`src/rtl/svc_sched_pkg.sv`:
```
package svc_sched_pkg;

    typedef enum logic [1:0] {
        PRIO_OFF = 2'b00,
        PRIO_LO  = 2'b01,
        PRIO_MID = 2'b10,
        PRIO_HI  = 2'b11
    } prio_e;

    localparam int CAUSE_N    = 4;
    localparam int CAUSE_HOST = 0;
    localparam int CAUSE_LINK = 1;
    localparam int CAUSE_MTCH = 2;
    localparam int CAUSE_CAPT = 3;

    typedef logic [CAUSE_N-1:0] cause_t;

endpackage

```
`src/rtl/svc_pend_bank.sv`:
```
module svc_pend_bank
    import svc_sched_pkg::*;
#(
    parameter int NUM_CH = 16,
    parameter int CH_W   = 4
) (
    input  logic                         clk,
    input  logic                         rst_n,
    input  logic [2*NUM_CH-1:0]          prio_i,
    input  logic [NUM_CH-1:0]            host_i,
    input  logic [NUM_CH-1:0]            match_i,
    input  logic [NUM_CH-1:0]            capt_i,
    input  logic                         link_vld_i,
    input  logic [CH_W-1:0]              link_ch_i,
    input  logic                         clr_vld_i,
    input  logic [CH_W-1:0]              clr_ch_i,
    input  cause_t                       clr_mask_i,
    output cause_t [NUM_CH-1:0]          pend_o
);

    for (genvar c = 0; c < NUM_CH; c++) begin : g_ch
        cause_t pend_d, pend_q;
        cause_t set_w;
        logic   on_w;

        always_comb begin
            on_w                = (prio_i[2*c +: 2] != PRIO_OFF);
            set_w               = '0;
            set_w[CAUSE_HOST]   = host_i[c];
            set_w[CAUSE_LINK]   = link_vld_i && (link_ch_i == CH_W'(c));
            set_w[CAUSE_MTCH]   = match_i[c];
            set_w[CAUSE_CAPT]   = capt_i[c];
            if (!on_w) set_w    = '0;
            pend_d              = pend_q;
            if (clr_vld_i && (clr_ch_i == CH_W'(c)))
                pend_d          = pend_q & ~clr_mask_i;
            pend_d              = pend_d | set_w;
        end

        always_ff @(posedge clk or negedge rst_n) begin
            if (!rst_n) pend_q <= '0;
            else        pend_q <= pend_d;
        end

        assign pend_o[c] = pend_q;

        // a switched-off, empty channel stays empty
        a_r4_off_no_record: assert property (@(posedge clk) disable iff (!rst_n)
            (prio_i[2*c +: 2] == 2'b00 && pend_q == '0) |=> (pend_q == '0));

        // a host cause arriving with the clear of its own channel survives
        a_r9_set_beats_clear: assert property (@(posedge clk) disable iff (!rst_n)
            (clr_vld_i && clr_ch_i == CH_W'(c) && host_i[c] && prio_i[2*c +: 2] != 2'b00)
            |=> pend_q[0]);
    end

endmodule

```
`src/rtl/svc_prio_pick.sv`:
```
module svc_prio_pick
    import svc_sched_pkg::*;
#(
    parameter int NUM_CH = 16,
    parameter int CH_W   = 4
) (
    input  logic [2*NUM_CH-1:0]   prio_i,
    input  cause_t [NUM_CH-1:0]   pend_i,
    output logic                  pick_vld_o,
    output logic [CH_W-1:0]       pick_ch_o
);

    localparam int LVL_N = 4;

    logic [LVL_N-1:0][NUM_CH-1:0] elig;
    logic [1:0]                   lvl_d;
    logic [NUM_CH-1:0]            cand_d;

    assign elig[0] = '0;

    for (genvar lv = 1; lv < LVL_N; lv++) begin : g_lvl
        for (genvar c = 0; c < NUM_CH; c++) begin : g_ch
            assign elig[lv][c] = (|pend_i[c]) && (prio_i[2*c +: 2] == 2'(lv));
        end
    end

    always_comb begin
        lvl_d = 2'd0;
        for (int lv = LVL_N-1; lv >= 1; lv--) begin
            if (lvl_d == 2'd0 && (|elig[lv])) lvl_d = 2'(lv);
        end
        cand_d    = elig[lvl_d];
        pick_ch_o = '0;
        for (int c = NUM_CH-1; c >= 0; c--) begin
            if (cand_d[c]) pick_ch_o = CH_W'(c);
        end
        pick_vld_o = |cand_d;
    end

endmodule

```
`src/rtl/svc_sched.sv`:
```
module svc_sched
    import svc_sched_pkg::*;
#(
    parameter int NUM_CH = 16,
    localparam int CH_W  = $clog2(NUM_CH)
) (
    input  logic                 clk,
    input  logic                 rst_n,
    input  logic [2*NUM_CH-1:0]  prio_i,
    input  logic [NUM_CH-1:0]    host_req_i,
    input  logic [NUM_CH-1:0]    match_ev_i,
    input  logic [NUM_CH-1:0]    capture_ev_i,
    input  logic                 link_vld_i,
    input  logic [CH_W-1:0]      link_ch_i,
    input  logic                 eng_idle_i,
    input  logic                 eng_done_i,
    output logic                 gnt_vld_o,
    output logic [CH_W-1:0]      gnt_ch_o,
    output logic [CAUSE_N-1:0]   gnt_why_o
);

    typedef struct packed {
        logic            busy;
        logic            vld;
        logic [CH_W-1:0] ch;
        cause_t          why;
    } sched_t;

    sched_t              st_d, st_q;
    cause_t [NUM_CH-1:0] pend;
    logic                pick_vld;
    logic [CH_W-1:0]     pick_ch;
    logic                clr_vld;

    assign clr_vld = st_q.busy && eng_done_i;

    svc_pend_bank #(.NUM_CH(NUM_CH), .CH_W(CH_W)) u_bank (
        .clk        (clk),
        .rst_n      (rst_n),
        .prio_i     (prio_i),
        .host_i     (host_req_i),
        .match_i    (match_ev_i),
        .capt_i     (capture_ev_i),
        .link_vld_i (link_vld_i),
        .link_ch_i  (link_ch_i),
        .clr_vld_i  (clr_vld),
        .clr_ch_i   (st_q.ch),
        .clr_mask_i (st_q.why),
        .pend_o     (pend)
    );

    svc_prio_pick #(.NUM_CH(NUM_CH), .CH_W(CH_W)) u_pick (
        .prio_i     (prio_i),
        .pend_i     (pend),
        .pick_vld_o (pick_vld),
        .pick_ch_o  (pick_ch)
    );

    always_comb begin
        st_d     = st_q;
        st_d.vld = 1'b0;
        if (clr_vld) begin
            st_d.busy = 1'b0;
        end else if (!st_q.busy && eng_idle_i && pick_vld) begin
            st_d.busy = 1'b1;
            st_d.vld  = 1'b1;
            st_d.ch   = pick_ch;
            st_d.why  = pend[pick_ch];
        end
    end

    always_ff @(posedge clk or negedge rst_n) begin
        if (!rst_n) st_q <= '0;
        else        st_q <= st_d;
    end

    assign gnt_vld_o = st_q.vld;
    assign gnt_ch_o  = st_q.ch;
    assign gnt_why_o = st_q.why;

    // grant only follows an idle engine
    a_r7_grant_needs_idle: assert property (@(posedge clk) disable iff (!rst_n)
        gnt_vld_o |-> $past(eng_idle_i));

    // nothing new while a grant is outstanding
    a_r7_hold_off_busy: assert property (@(posedge clk) disable iff (!rst_n)
        (st_q.busy && !eng_done_i) |=> !gnt_vld_o);

    // a grant always carries at least one cause
    a_r2_why_nonzero: assert property (@(posedge clk) disable iff (!rst_n)
        gnt_vld_o |-> (gnt_why_o != '0));

    // grant fields are stable between grants
    a_r8_hold_fields: assert property (@(posedge clk) disable iff (!rst_n)
        !gnt_vld_o |-> ($stable(gnt_ch_o) && $stable(gnt_why_o)));

    // the chosen channel is switched on
    a_r5_pick_enabled: assert property (@(posedge clk) disable iff (!rst_n)
        pick_vld |-> (prio_i[2*pick_ch +: 2] != 2'b00));

    // the chosen channel has something pending
    a_r6_pick_pending: assert property (@(posedge clk) disable iff (!rst_n)
        pick_vld |-> (pend[pick_ch] != '0));

    // a completion frees the scheduler
    a_r10_done_frees: assert property (@(posedge clk) disable iff (!rst_n)
        (st_q.busy && eng_done_i) |=> !st_q.busy);

endmodule

```
`config.mk`:
```
export PLATFORM = sky130hd
export DESIGN_NAME = svc_sched
export DESIGN_NICKNAME = d
export VERILOG_FILES = /design/src/rtl/svc_sched_pkg.sv /design/src/rtl/svc_pend_bank.sv /design/src/rtl/svc_prio_pick.sv /design/src/rtl/svc_sched.sv
export SDC_FILE = /design/constraint.sdc
export NUM_CORES = 1
export LEC_CHECK = 0
export BUFFER_PORTS_ARGS = -buffer_cell sky130_fd_sc_hd__buf_4
export CAP_MARGIN = 20
export CORE_ASPECT_RATIO = 0.6
export CORE_MARGIN = 4
export CORE_UTILIZATION = 51
export CTS_CLUSTER_SIZE = 16
export DETAILED_ROUTE_END_ITERATION = 8
export PLACE_DENSITY_LB_ADDON = 0.25
export SYNTH_ARGS = -nofsm -noshare
export SYNTH_HDL_FRONTEND = slang
export SYNTH_HIERARCHICAL = 1
export SYNTH_SLANG_ARGS = --single-unit
```
`constraint.sdc`:
```
create_clock -name clk -period 4.5 [get_ports clk]
set_clock_uncertainty 0.15 [all_clocks]
set_input_delay 0.225 -clock clk [delete_from_list [all_inputs] [get_ports clk]]
set_output_delay 0.225 -clock clk [all_outputs]
set_load 0.02 [all_outputs]
```
## Word level (Yosys, flattened, before mapping)

Cells that the tools add are included.

- Register bits: 74
- Input port bits: 89
- Output and inout port bits: 9

- Order comparisons: 2
- Equality and inequality tests: 78
- Multiplexer cells: 58
- Bitwise logic cells: 34
- Reductions and logical operators: 128

Operator list:

| operator | count |
|---|---|
| $mux 4 | 49 |
| $logic_and 1x1->1 | 85 |
| $and 4x4->4 | 16 |
| $eq 2x2->1 const B | 32 |
| $eq 4x4->1 const B | 16 |
| $or 4x4->4 | 16 |
| $reduce_or 16->1 | 4 |
| $reduce_or 4->1 | 16 |
| $reduce_bool 2->1 | 17 |
| $bmux 16 s2 | 1 |
| $eq 2x1->1 const B | 16 |
| $eq 4x3->1 const B | 8 |
| $bmux 4 s4 | 1 |
| $eq 4x2->1 const B | 4 |
| $mux 16 | 1 |
| $mux 10 | 1 |
| $mux 9 | 1 |
| $eq 4x1->1 const B | 2 |
| $logic_not 4->1 | 2 |
| $mux 2 | 3 |
| $lt 4x5->1 const B | 1 |
| $logic_not 2->1 | 2 |
| $not 4->4 | 1 |
| $lt 2x3->1 const B | 1 |
| other kinds (4) | 4 |

## Depth between registers and ports, before layout

Gate-level depths: netlist of run 1.

- Word-level depth: 32
- Depth in mapped cells: 15
- Mapped depth without buffers: 13

## Modules after synthesis

The synthesis of run 1 kept the hierarchy.

By module, submodules not included:

| module | instances | cells an instance | area an instance (sq um) |
|---|---|---|---|
| svc_pend_bank | 1 | 289 | 2766.4 |
| svc_prio_pick | 1 | 184 | 1301.2 |
| svc_sched | 1 | 85 | 954.7 |

## Worst setup path before layout of run 1

No wires, ideal clock.

- Kind: reg2reg
- From: register u_bank.g_ch[14].pend_q[1]
- To: register st_q (netlist bit gnt_why_o[1])
- Setup time: 0.132 ns
- Arrival time: 3.981 ns
- Data required time: 4.218 ns
- Path slack: 0.237 ns
- Cell stages (with the launch flop): 14
- Path buffers: 1
- Clock period less this slack: 4.263 ns
- Path through: dfrtp_1 > or4_4 > and3b_4 > or4b_4 > nor3_4 > nand3_1 > a21o_1 > a2111o_1 > a32oi_1 > buf_6 > mux4_2 > mux2i_1 > a2bb2oi_1 > o31ai_1

- Longest elaborated chain between the ends: 30
- Elaborated cells between the ends (all ways): 37
- Those cells by class: mux (23); reduce/logical (14)

Ends and longest elaborated chain:

| element | RTL line | source |
|---|---|---|
| from (decl) | svc_pend_bank.sv:22 | `cause_t pend_d, pend_q;` |
| from (signal assigned) | svc_pend_bank.sv:42 | `else pend_q <= pend_d;` |
| $reduce_or 4->1 (*) | svc_prio_pick.sv:23 | `assign elig[lv][c] = (\|pend_i[c]) && (prio_i[2*c +: 2] == 2'(lv));` |
| $logic_and 1x1->1 | svc_prio_pick.sv:23 |  |
| $reduce_or 16->1 | svc_prio_pick.sv:30 | `if (lvl_d == 2'd0 && (\|elig[lv])) lvl_d = 2'(lv);` |
| $mux 2 | svc_prio_pick.sv:30 |  |
| $logic_not 2->1 | svc_prio_pick.sv:30 |  |
| $logic_and 1x1->1 | svc_prio_pick.sv:30 |  |
| $mux 2 | svc_prio_pick.sv:30 |  |
| $logic_not 2->1 | svc_prio_pick.sv:30 |  |
| $logic_and 1x1->1 | svc_prio_pick.sv:30 |  |
| $mux 2 | svc_prio_pick.sv:30 |  |
| $bmux 16 s2 (*) | svc_prio_pick.sv:32 | `cand_d = elig[lvl_d];` |
| $mux 16 (not written as such) (*) | svc_prio_pick.sv:32 |  |
| $mux 4 (15 in a row) | svc_prio_pick.sv:35 | `if (cand_d[c]) pick_ch_o = CH_W'(c);` |
| $mux 4 (*) | svc_prio_pick.sv:35 |  |
| via pick_ch[0] | svc_sched.sv:32 | `logic [CH_W-1:0] pick_ch;` |
| $bmux 4 s4 (*) | svc_sched.sv:68 | `st_d.why = pend[pick_ch];` |
| $mux 4 (not written as such) (*) | svc_sched.sv:68 |  |
| to (signal assigned) | svc_sched.sv:74 | `else st_q <= st_d;` |
| to (decl) | svc_sched.sv:29 | `sched_t st_d, st_q;` |

The timed path passes the listed nets; every way through them passes the cells marked *. The select of a mux whose other input is x is not followed.
A chain may end at the register's enable or synchronous reset.

## Worst setup path in the final report of run 1

- From: register u_bank.g_ch[7].pend_q[0]
- To: register st_q (netlist bit gnt_why_o[1])

- Longest elaborated chain between the ends: 30
- Elaborated cells between the ends (all ways): 37
- Those cells by class: mux (23); reduce/logical (14)

Ends and longest elaborated chain:

| element | RTL line |
|---|---|
| from (decl) | svc_pend_bank.sv:22 |
| from (signal assigned) | svc_pend_bank.sv:42 |
| $reduce_or 4->1 (*) | svc_prio_pick.sv:23 |
| $logic_and 1x1->1 | svc_prio_pick.sv:23 |
| $reduce_or 16->1 | svc_prio_pick.sv:30 |
| $mux 2 | svc_prio_pick.sv:30 |
| $logic_not 2->1 | svc_prio_pick.sv:30 |
| $logic_and 1x1->1 | svc_prio_pick.sv:30 |
| $mux 2 | svc_prio_pick.sv:30 |
| $logic_not 2->1 | svc_prio_pick.sv:30 |
| $logic_and 1x1->1 | svc_prio_pick.sv:30 |
| $mux 2 | svc_prio_pick.sv:30 |
| $bmux 16 s2 (*) | svc_prio_pick.sv:32 |
| $mux 16 (not written as such) (*) | svc_prio_pick.sv:32 |
| $mux 4 (15 in a row) | svc_prio_pick.sv:35 |
| $mux 4 (*) | svc_prio_pick.sv:35 |
| via pick_ch[1] | svc_sched.sv:32 |
| $bmux 4 s4 (*) | svc_sched.sv:68 |
| $mux 4 (not written as such) (*) | svc_sched.sv:68 |

Marks and branches as above.

==> results.sh, run 1 <==
export IMPL_status="completed"
export IMPL_synth_yosys_warnings=6
export IMPL_hold_path_class="in -> reg"
export IMPL_fin_crit_sh_pct=99.63
export IMPL_io_pins=98
export IMPL_vias=6243
export IMPL_drt_first_pass_iters=9
export IMPL_nets=838
export IMPL_grt_pass1_vias=5936
export IMPL_p_leak_uw=0.002714
export IMPL_clkLatencyLatePin_ns=0.35
export IMPL_r2r_cells=15
export IMPL_dp_cells=814
export IMPL_synth_distinct_cells=74
export IMPL_grt_antenna_before_repair=0
export IMPL_power_density_mw_per_mm2=333.7
export IMPL_die_w_um=136.1
export IMPL_drt_iter0_drc=1282
export IMPL_start_kind="flip-flop"
export IMPL_port_buffers=97
export IMPL_dpl_cell_area_mm2=0.006173
export IMPL_clk_path_buf_depth=2
export IMPL_synth_ff_type="dfrtp_1"
export IMPL_area_growth_pct=42.03
export IMPL_die_h_um=84.87
export IMPL_r2r_slack_ns=0.02
export IMPL_drc=0
export IMPL_maxCapViolCount=0
export IMPL_synth_edf_count=0
export IMPL_drt_total_wl_um=23060
export IMPL_numClockSinks=74
export IMPL_tightest_slew_ns=1.038
export IMPL_p_sw_uw=834.7
export IMPL_gp_congestion=1.033
export IMPL_cp_max_fo=6
export IMPL_grt_ovfl_total=0
export IMPL_finalSetupTns_ns=0
export IMPL_slew_headroom_pct=30.61
export IMPL_antenna_cells=0
export IMPL_clkTransAtPathRegs_ns=0.06
export IMPL_fp_coreArea_mm2=0.009392
export IMPL_nFillCells=676
export IMPL_dp_slack_ns=0.03814
export IMPL_fmax_ghz=0.2230
export IMPL_drt_vias_per_instance=7.062
export IMPL_grt_pass1_wl_um=33580
export IMPL_fin_crit_ns=4.483
export IMPL_r2r_end="gnt_why_o[1]$_DFFE_PN0P_"
export IMPL_die_area_mm2=0.01155
export IMPL_clockRootBuffer="clkbuf_16"
export IMPL_switching_share_pct=35.06
export IMPL_hold_violations=0
export IMPL_finalSetupViolations=0
export IMPL_synth_nets=647
export IMPL_crit_arrival_ns=4.56
export IMPL_async_flop_share_pct=100.0
export IMPL_maxSlewViolCount=0
export IMPL_track_usage_pct=38.82
export IMPL_cp_end_kind="flip-flop"
export IMPL_cts_buffers=9
export IMPL_avgSynthCellArea_um2=9.001
export IMPL_cts_tree="done"
export IMPL_avgRoutedWirePerCell_um=26.08
export IMPL_ys_ff_latch=74
export IMPL_vdd_drop_max_uv=204.0
export IMPL_crit_start="u_bank/g_ch[7].pend_q[0]$_DFF_PN0_"
export IMPL_ant_nets=0
export IMPL_stdcell_area_mm2=0.007133
export IMPL_crit_type="reg -> reg"
export IMPL_p_total_uw=2380
export IMPL_rsz0062_at_grt="true"
export IMPL_initial_core_util_pct=53.48
export IMPL_final_cell_count_no_fill=884
export IMPL_rows=27
export IMPL_synth_seq_area_share_pct=36.87
export IMPL_drive_above_1_share_pct=30.50
export IMPL_setup_ws_ns=0.01653
export IMPL_reg2reg_from="u_bank/g_ch[7].pend_q[0]$_DFF_PN0_"
export IMPL_power_share_combinational_pct=30.2
export IMPL_syn_area_mm2=0.005022
export IMPL_grt_max_degree=75
export IMPL_required_ns=4.58
export IMPL_h_tree_depth=3
export IMPL_hpwl_um=16180
export IMPL_pwr_share_clk_pct=32.2
export IMPL_synth_cells=558
export IMPL_setup_worst_path_end="gnt_why_o[1]$_DFFE_PN0P_"
export IMPL_seqPwrFrac_pct=37.7
export IMPL_p_int_uw=1546
-- how the worst min path moves through the flow --
stage,end,slack [ns],start,cells past startpoint
6_report,u_bank/g_ch[6].pend_q[0]$_DFF_PN0_,0.008,prio_i[12],3
5_1_grt,u_bank/g_ch[13].pend_q[3]$_DFF_PN0_,0.02,prio_i[26],3
4_1_cts,u_bank/g_ch[0].pend_q[2]$_DFF_PN0_,0.003,match_ev_i[0],3
3_5_place_dp,u_bank/g_ch[10].pend_q[2]$_DFF_PN0_,0.27,rst_n,1
3_3_place_gp,u_bank/g_ch[10].pend_q[2]$_DFF_PN0_,0.26,rst_n,1
2_1_floorplan,gnt_ch_o[0]$_DFFE_PN0P_,-0.22,rst_n,0
-- cells by family after synthesis --
group           share of synthesized area, %
compound gates                         30.07
flops                                  36.87
mux                                    8.022
buf+inv                                4.708
simple gates                           19.98
xor+xnor                              0.3488
-- worst max-delay path, stage by stage, from the launching register on --
cell	delay, ns
dfrtp_1	0.46
or4_1	0.62
a32o_1	0.30
nor4b_1	0.24
buf_4	0.16
nand4_1	0.22
a32oi_2	0.35
o22ai_2	0.12
buf_4	0.15
a211o_1	0.31
a211oi_2	0.20
buf_4	0.20
buf_4	0.18
mux4_2	0.35
mux2i_2	0.24
o31ai_1	0.11
-- metrics by stage --
step	hold WS (ns)	util, %
2_1_floorplan	-0.2206	-
3_3_place_gp	0.2583	65.73
3_5_place_dp	0.2741	65.73
4_1_cts	0.002614	74.37
5_1_grt	0.01544	75.95
6_report	0.008386	75.95
-- power by group through the flow --
stage | clock [uW] | combinational (uW) | sequential, uW
floorplan | 0 | 380 | 828
global placement | 0 | 602 | 879
detailed placement | 0 | 614 | 885
CTS | 761 | 661 | 876
global route | 797 | 750 | 896
finish | 765 | 718 | 897
-- sequential cells by signal, indices dropped and copies added, names as in the netlist --
| name | count |
|---|---|
| u_bank/g_ch.pend_q | 64 |
| gnt_why_o | 4 |
| st_q | 1 |
| gnt_ch_o | 4 |
| gnt_vld_o | 1 |
-- timing repair --
item	4_1_cts	5_1_grt
endpoints found under the hold margin	119	0
pin swaps	1	7
endpoints found under the setup margin	1	4
resized for setup	0	23
setup buffers	2	3
hold buffers	48	0
cloned	0	1
-- per-layer routing --
metal / up-vias / routed length (um) / track usage [%]
li1: 2552 / - / -
met4: 0 / 1078 / 14.64
met2: 636 / 9167 / 54.29
met5: - / 0 / 0
met3: 145 / 4031 / 16.41
met1: 2910 / 8781 / 53.56
-- placed cells by master, fill, tap and decap left out, types with 5 or more instances in the layout --
cell / netlist / routed
nand3_1: 12 / 12
o31ai_1: 16 / 16
nor2b_1: 6 / 6
dlygate4sd3_1: 0 / 48
mux2i_1: 11 / 9
o22ai_1: 6 / 5
o41ai_2: 2 / 6
inv_1: 19 / 19
o211ai_1: 5 / 5
nor2_1: 28 / 27
buf_4: 8 / 153
o21ai_0: 111 / 111
nor4_1: 9 / 9
nand2_1: 71 / 71
clkbuf_16: 0 / 9
nor3_1: 6 / 5
nand2b_1: 5 / 5
o32ai_1: 7 / 6
dfrtp_1: 74 / 74
o41ai_1: 16 / 12
a2bb2oi_1: 5 / 5
a21oi_1: 8 / 8
o21ai_1: 9 / 9
nand3b_1: 15 / 15
mux4_2: 13 / 13
-- synth_stat cells, types with 4 or more instances --
library cell,count,share of area (%)
clkbuf_1,4,0.30
nor2b_1,6,0.75
nand2_1,71,5.3
o21ai_0,111,11
nor3_1,6,0.60
o32ai_1,7,1.2
nand3b_1,15,2.2
a32oi_1,6,1.0
a2bb2oi_1,5,0.87
o211ai_1,5,0.75
o22ai_1,6,0.75
nor4_1,9,1.1
o31ai_1,16,2.4
dfrtp_1,74,37
inv_1,19,1.4
nand2b_1,5,0.62
or4_1,5,0.75
buf_4,8,1.2
a21oi_1,8,0.80
nor2_1,28,2.1
mux2i_1,11,2.2
mux4_2,13,5.8
buf_2,7,0.70
o21ai_1,9,0.90
nand3_1,12,1.2
o41ai_1,16,2.8
-- area by class of cell --
type / instances / area (um2) / area share [%]
tap: 130 / 162.7 / 2.280
clock inverter: 5 / 62.56 / 0.8770
clock buffer: 11 / 252.7 / 3.543
multi-input combinational: 440 / 3055 / 42.83
sequential: 74 / 1852 / 25.96
inverter: 19 / 71.32 / 0.9998
timing repair buffer: 205 / 1677 / 23.50
Note: power is estimated with default switching activity, not from simulation.
==> run 2: changes to the inputs <==
Settings changed: PLACE_DENSITY set to 0.74, PLACE_DENSITY_LB_ADDON 0.25 to not set.
==> run 2 against run 1 <==
Compared with the run above:
- the run now ends with DRC, hold timing, setup timing left
- via count rose by 7.0%
- clock power rose by 10%
- critical path depth did not move
- first-iteration DRC count rose by 21%
- wire length rose by 12%
- combinational power rose by 11%
- sequential power rose by 0.9%
- register-to-register slack got worse by 0.35 ns
- setup slack got worse by 0.35 ns
- largest cell class unchanged
- highest routed layer unchanged
==> results.sh, run 2 (synthesized netlist as in run 1, its figures left out) <==
export IMPL_die_h_um=84.87
export IMPL_clk_path_buf_depth=2
export IMPL_dp_slack_ns=-0.1104
export IMPL_start_kind="flip-flop"
export IMPL_drt_vias_per_instance=7.496
export IMPL_fin_crit_sh_pct=107.5
export IMPL_antenna_cells=0
export IMPL_r2r_cells=15
export IMPL_power_share_combinational_pct=31.2
export IMPL_vias=6679
export IMPL_grt_max_degree=75
export IMPL_finalSetupViolations=4
export IMPL_rows=27
export IMPL_cp_max_fo=10
export IMPL_drt_first_pass_iters=9
export IMPL_avgRoutedWirePerCell_um=29.07
export IMPL_regMostFlops="u_bank/g_ch.pend_q"
export IMPL_hold_violations=1
export IMPL_crit_start="u_bank/g_ch[11].pend_q[3]$_DFF_PN0_"
export IMPL_finalSetupTns_ns=-0.4818
export IMPL_gp_congestion=1.090
export IMPL_nFillCells=560
export IMPL_p_sw_uw=896.6
export IMPL_setup_worst_path_end="gnt_why_o[2]$_DFFE_PN0P_"
export IMPL_grt_ovfl_total=0
export IMPL_area_growth_pct=46.01
export IMPL_tightest_slew_ns=1.019
export IMPL_h_tree_depth=3
export IMPL_die_area_mm2=0.01155
export IMPL_io_pins=98
export IMPL_switching_share_pct=35.27
export IMPL_grt_pass1_vias=6241
export IMPL_hold_path_class="in -> reg"
export IMPL_slew_headroom_pct=31.91
export IMPL_dpl_cell_area_mm2=0.006226
export IMPL_r2r_end="gnt_why_o[2]$_DFFE_PN0P_"
export IMPL_numClockSinks=74
export IMPL_grt_pass1_wl_um=36060
export IMPL_rsz0062_at_grt="true"
export IMPL_required_ns=4.52
export IMPL_maxCapViolCount=0
export IMPL_violations="DRC, hold timing, setup timing"
export IMPL_clockRootBuffer="clkbuf_16"
export IMPL_vdd_drop_max_uv=226.0
export IMPL_stdcell_area_mm2=0.007333
export IMPL_drt_total_wl_um=25910
export IMPL_layout_common_cells="166 x buf_4, 109 x o21ai_0, 72 x dfrtp_1, 71 x nand2_1, 41 x dlygate4sd3_1"
export IMPL_nets=846
export IMPL_cp_end_kind="flip-flop"
export IMPL_port_buffers=97
export IMPL_seqPwrFrac_pct=35.6
export IMPL_cts_buffers=9
export IMPL_status="finished with violations"
export IMPL_initial_core_util_pct=53.48
export IMPL_ant_nets=0
export IMPL_fmax_ghz=0.2068
export IMPL_drt_iter0_drc=1551
export IMPL_crit_type="reg -> reg"
export IMPL_final_common_cell="buf_4"
export IMPL_drc=15
export IMPL_maxSlewViolCount=0
export IMPL_die_w_um=136.1
export IMPL_reg2reg_from="u_bank/g_ch[11].pend_q[3]$_DFF_PN0_"
export IMPL_clkTransAtPathRegs_ns=0.07
export IMPL_r2r_slack_ns=-0.34
export IMPL_hpwl_um=16670
export IMPL_pwr_share_clk_pct=33.2
export IMPL_cts_tree="done"
export IMPL_fp_coreArea_mm2=0.009392
export IMPL_power_density_mw_per_mm2=346.7
export IMPL_holdWs_ns=-0.009133
export IMPL_clkLatencyLatePin_ns=0.35
export IMPL_setup_ws_ns=-0.3355
export IMPL_largest_reg_flops=64
export IMPL_p_leak_uw=0.002827
export IMPL_p_int_uw=1646
export IMPL_crit_arrival_ns=4.86
export IMPL_grt_antenna_before_repair=1
export IMPL_fin_crit_ns=4.836
export IMPL_track_usage_pct=41.52
export IMPL_drive_above_1_share_pct=33.51
[run 2: cell count changes in the layout (fill, tap and decap cells not counted), sizes merged]
cell | before | now
buf | 157 | 172
dlygate4sd3 | 48 | 41
bufinv | 1 | 3
clkbuf | 11 | 9
clkinvlp | 2 | 0
clkinv | 2 | 3
[run 2: power by group through the flow]
stage | sequential, uW | clock [uW] | combinational (uW)
floorplan | 828 | 0 | 380
global placement | 874 | 0 | 617
detailed placement | 879 | 0 | 633
CTS | 875 | 838 | 679
global route | 903 | 870 | 820
finish | 905 | 843 | 794
[run 2: worst min-delay path by stage]
| stage | start | depth (start not counted) | to |
|---|---|---|---|
| 2_1_floorplan | rst_n | 0 | gnt_ch_o[0]$_DFFE_PN0P_ |
| 3_3_place_gp | rst_n | 1 | u_bank/g_ch[8].pend_q[2]$_DFF_PN0_ |
| 3_5_place_dp | rst_n | 1 | u_bank/g_ch[11].pend_q[3]$_DFF_PN0_ |
| 4_1_cts | capture_ev_i[3] | 3 | u_bank/g_ch[3].pend_q[3]$_DFF_PN0_ |
| 5_1_grt | host_req_i[0] | 3 | u_bank/g_ch[0].pend_q[0]$_DFF_PN0_ |
| 6_report | host_req_i[0] | 3 | u_bank/g_ch[0].pend_q[0]$_DFF_PN0_ |
[run 2: layer usage]
layer	share of wire, %	vias up	track usage [%]
li1	-	2576	-
met1	36	3077	56.73
met2	38	785	57.88
met3	19	241	17.65
met4	6.9	0	17.11
met5	0	-	0.4274
[run 2: worst max-delay path: stages, from the launching register on]
cell and delay (ns):
dfrtp_1 0.52, o41ai_4 0.40, buf_4 0.22, o22ai_1 0.09, or4_4 0.56, nor3_4 0.21
buf_6 0.16, nand2_8 0.08, o22a_4 0.26, a211o_1 0.34, a211oi_2 0.35, buf_4 0.24
buf_4 0.20, mux4_2 0.21, mux2i_2 0.08, o31ai_1 0.58
[run 2: layout make-up]
class	instances	area, um2	area share (%)
multi-input combinational	440	3171	43.23
sequential	74	1854	25.29
timing repair buffer	213	1733	23.63
clock buffer	9	225.2	3.071
tap	130	162.7	2.218
clock inverter	6	116.4	1.587
inverter	19	71.32	0.9725
[run 2: through the flow]
stage | hold WS, ns | power [uW] | utilization, % | std cells
2_1_floorplan | -0.2206 | 1208 | - | 558
3_3_place_gp | 0.2625 | 1492 | 66.29 | 821
3_5_place_dp | 0.2800 | 1512 | 66.29 | 821
4_1_cts | 0.0002983 | 2391 | 75.11 | 878
5_1_grt | -0.01546 | 2594 | 78.08 | 891
6_report | -0.009133 | 2542 | 78.08 | 891
[run 2: repair_timing]
item                                    CTS  global route
pin swaps                                 3            21
gates resized for setup                  10            35
setup buffers                             2            12
hold buffers                             40             1
endpoints found under the hold margin   113             1
endpoints found under the setup margin    4             4
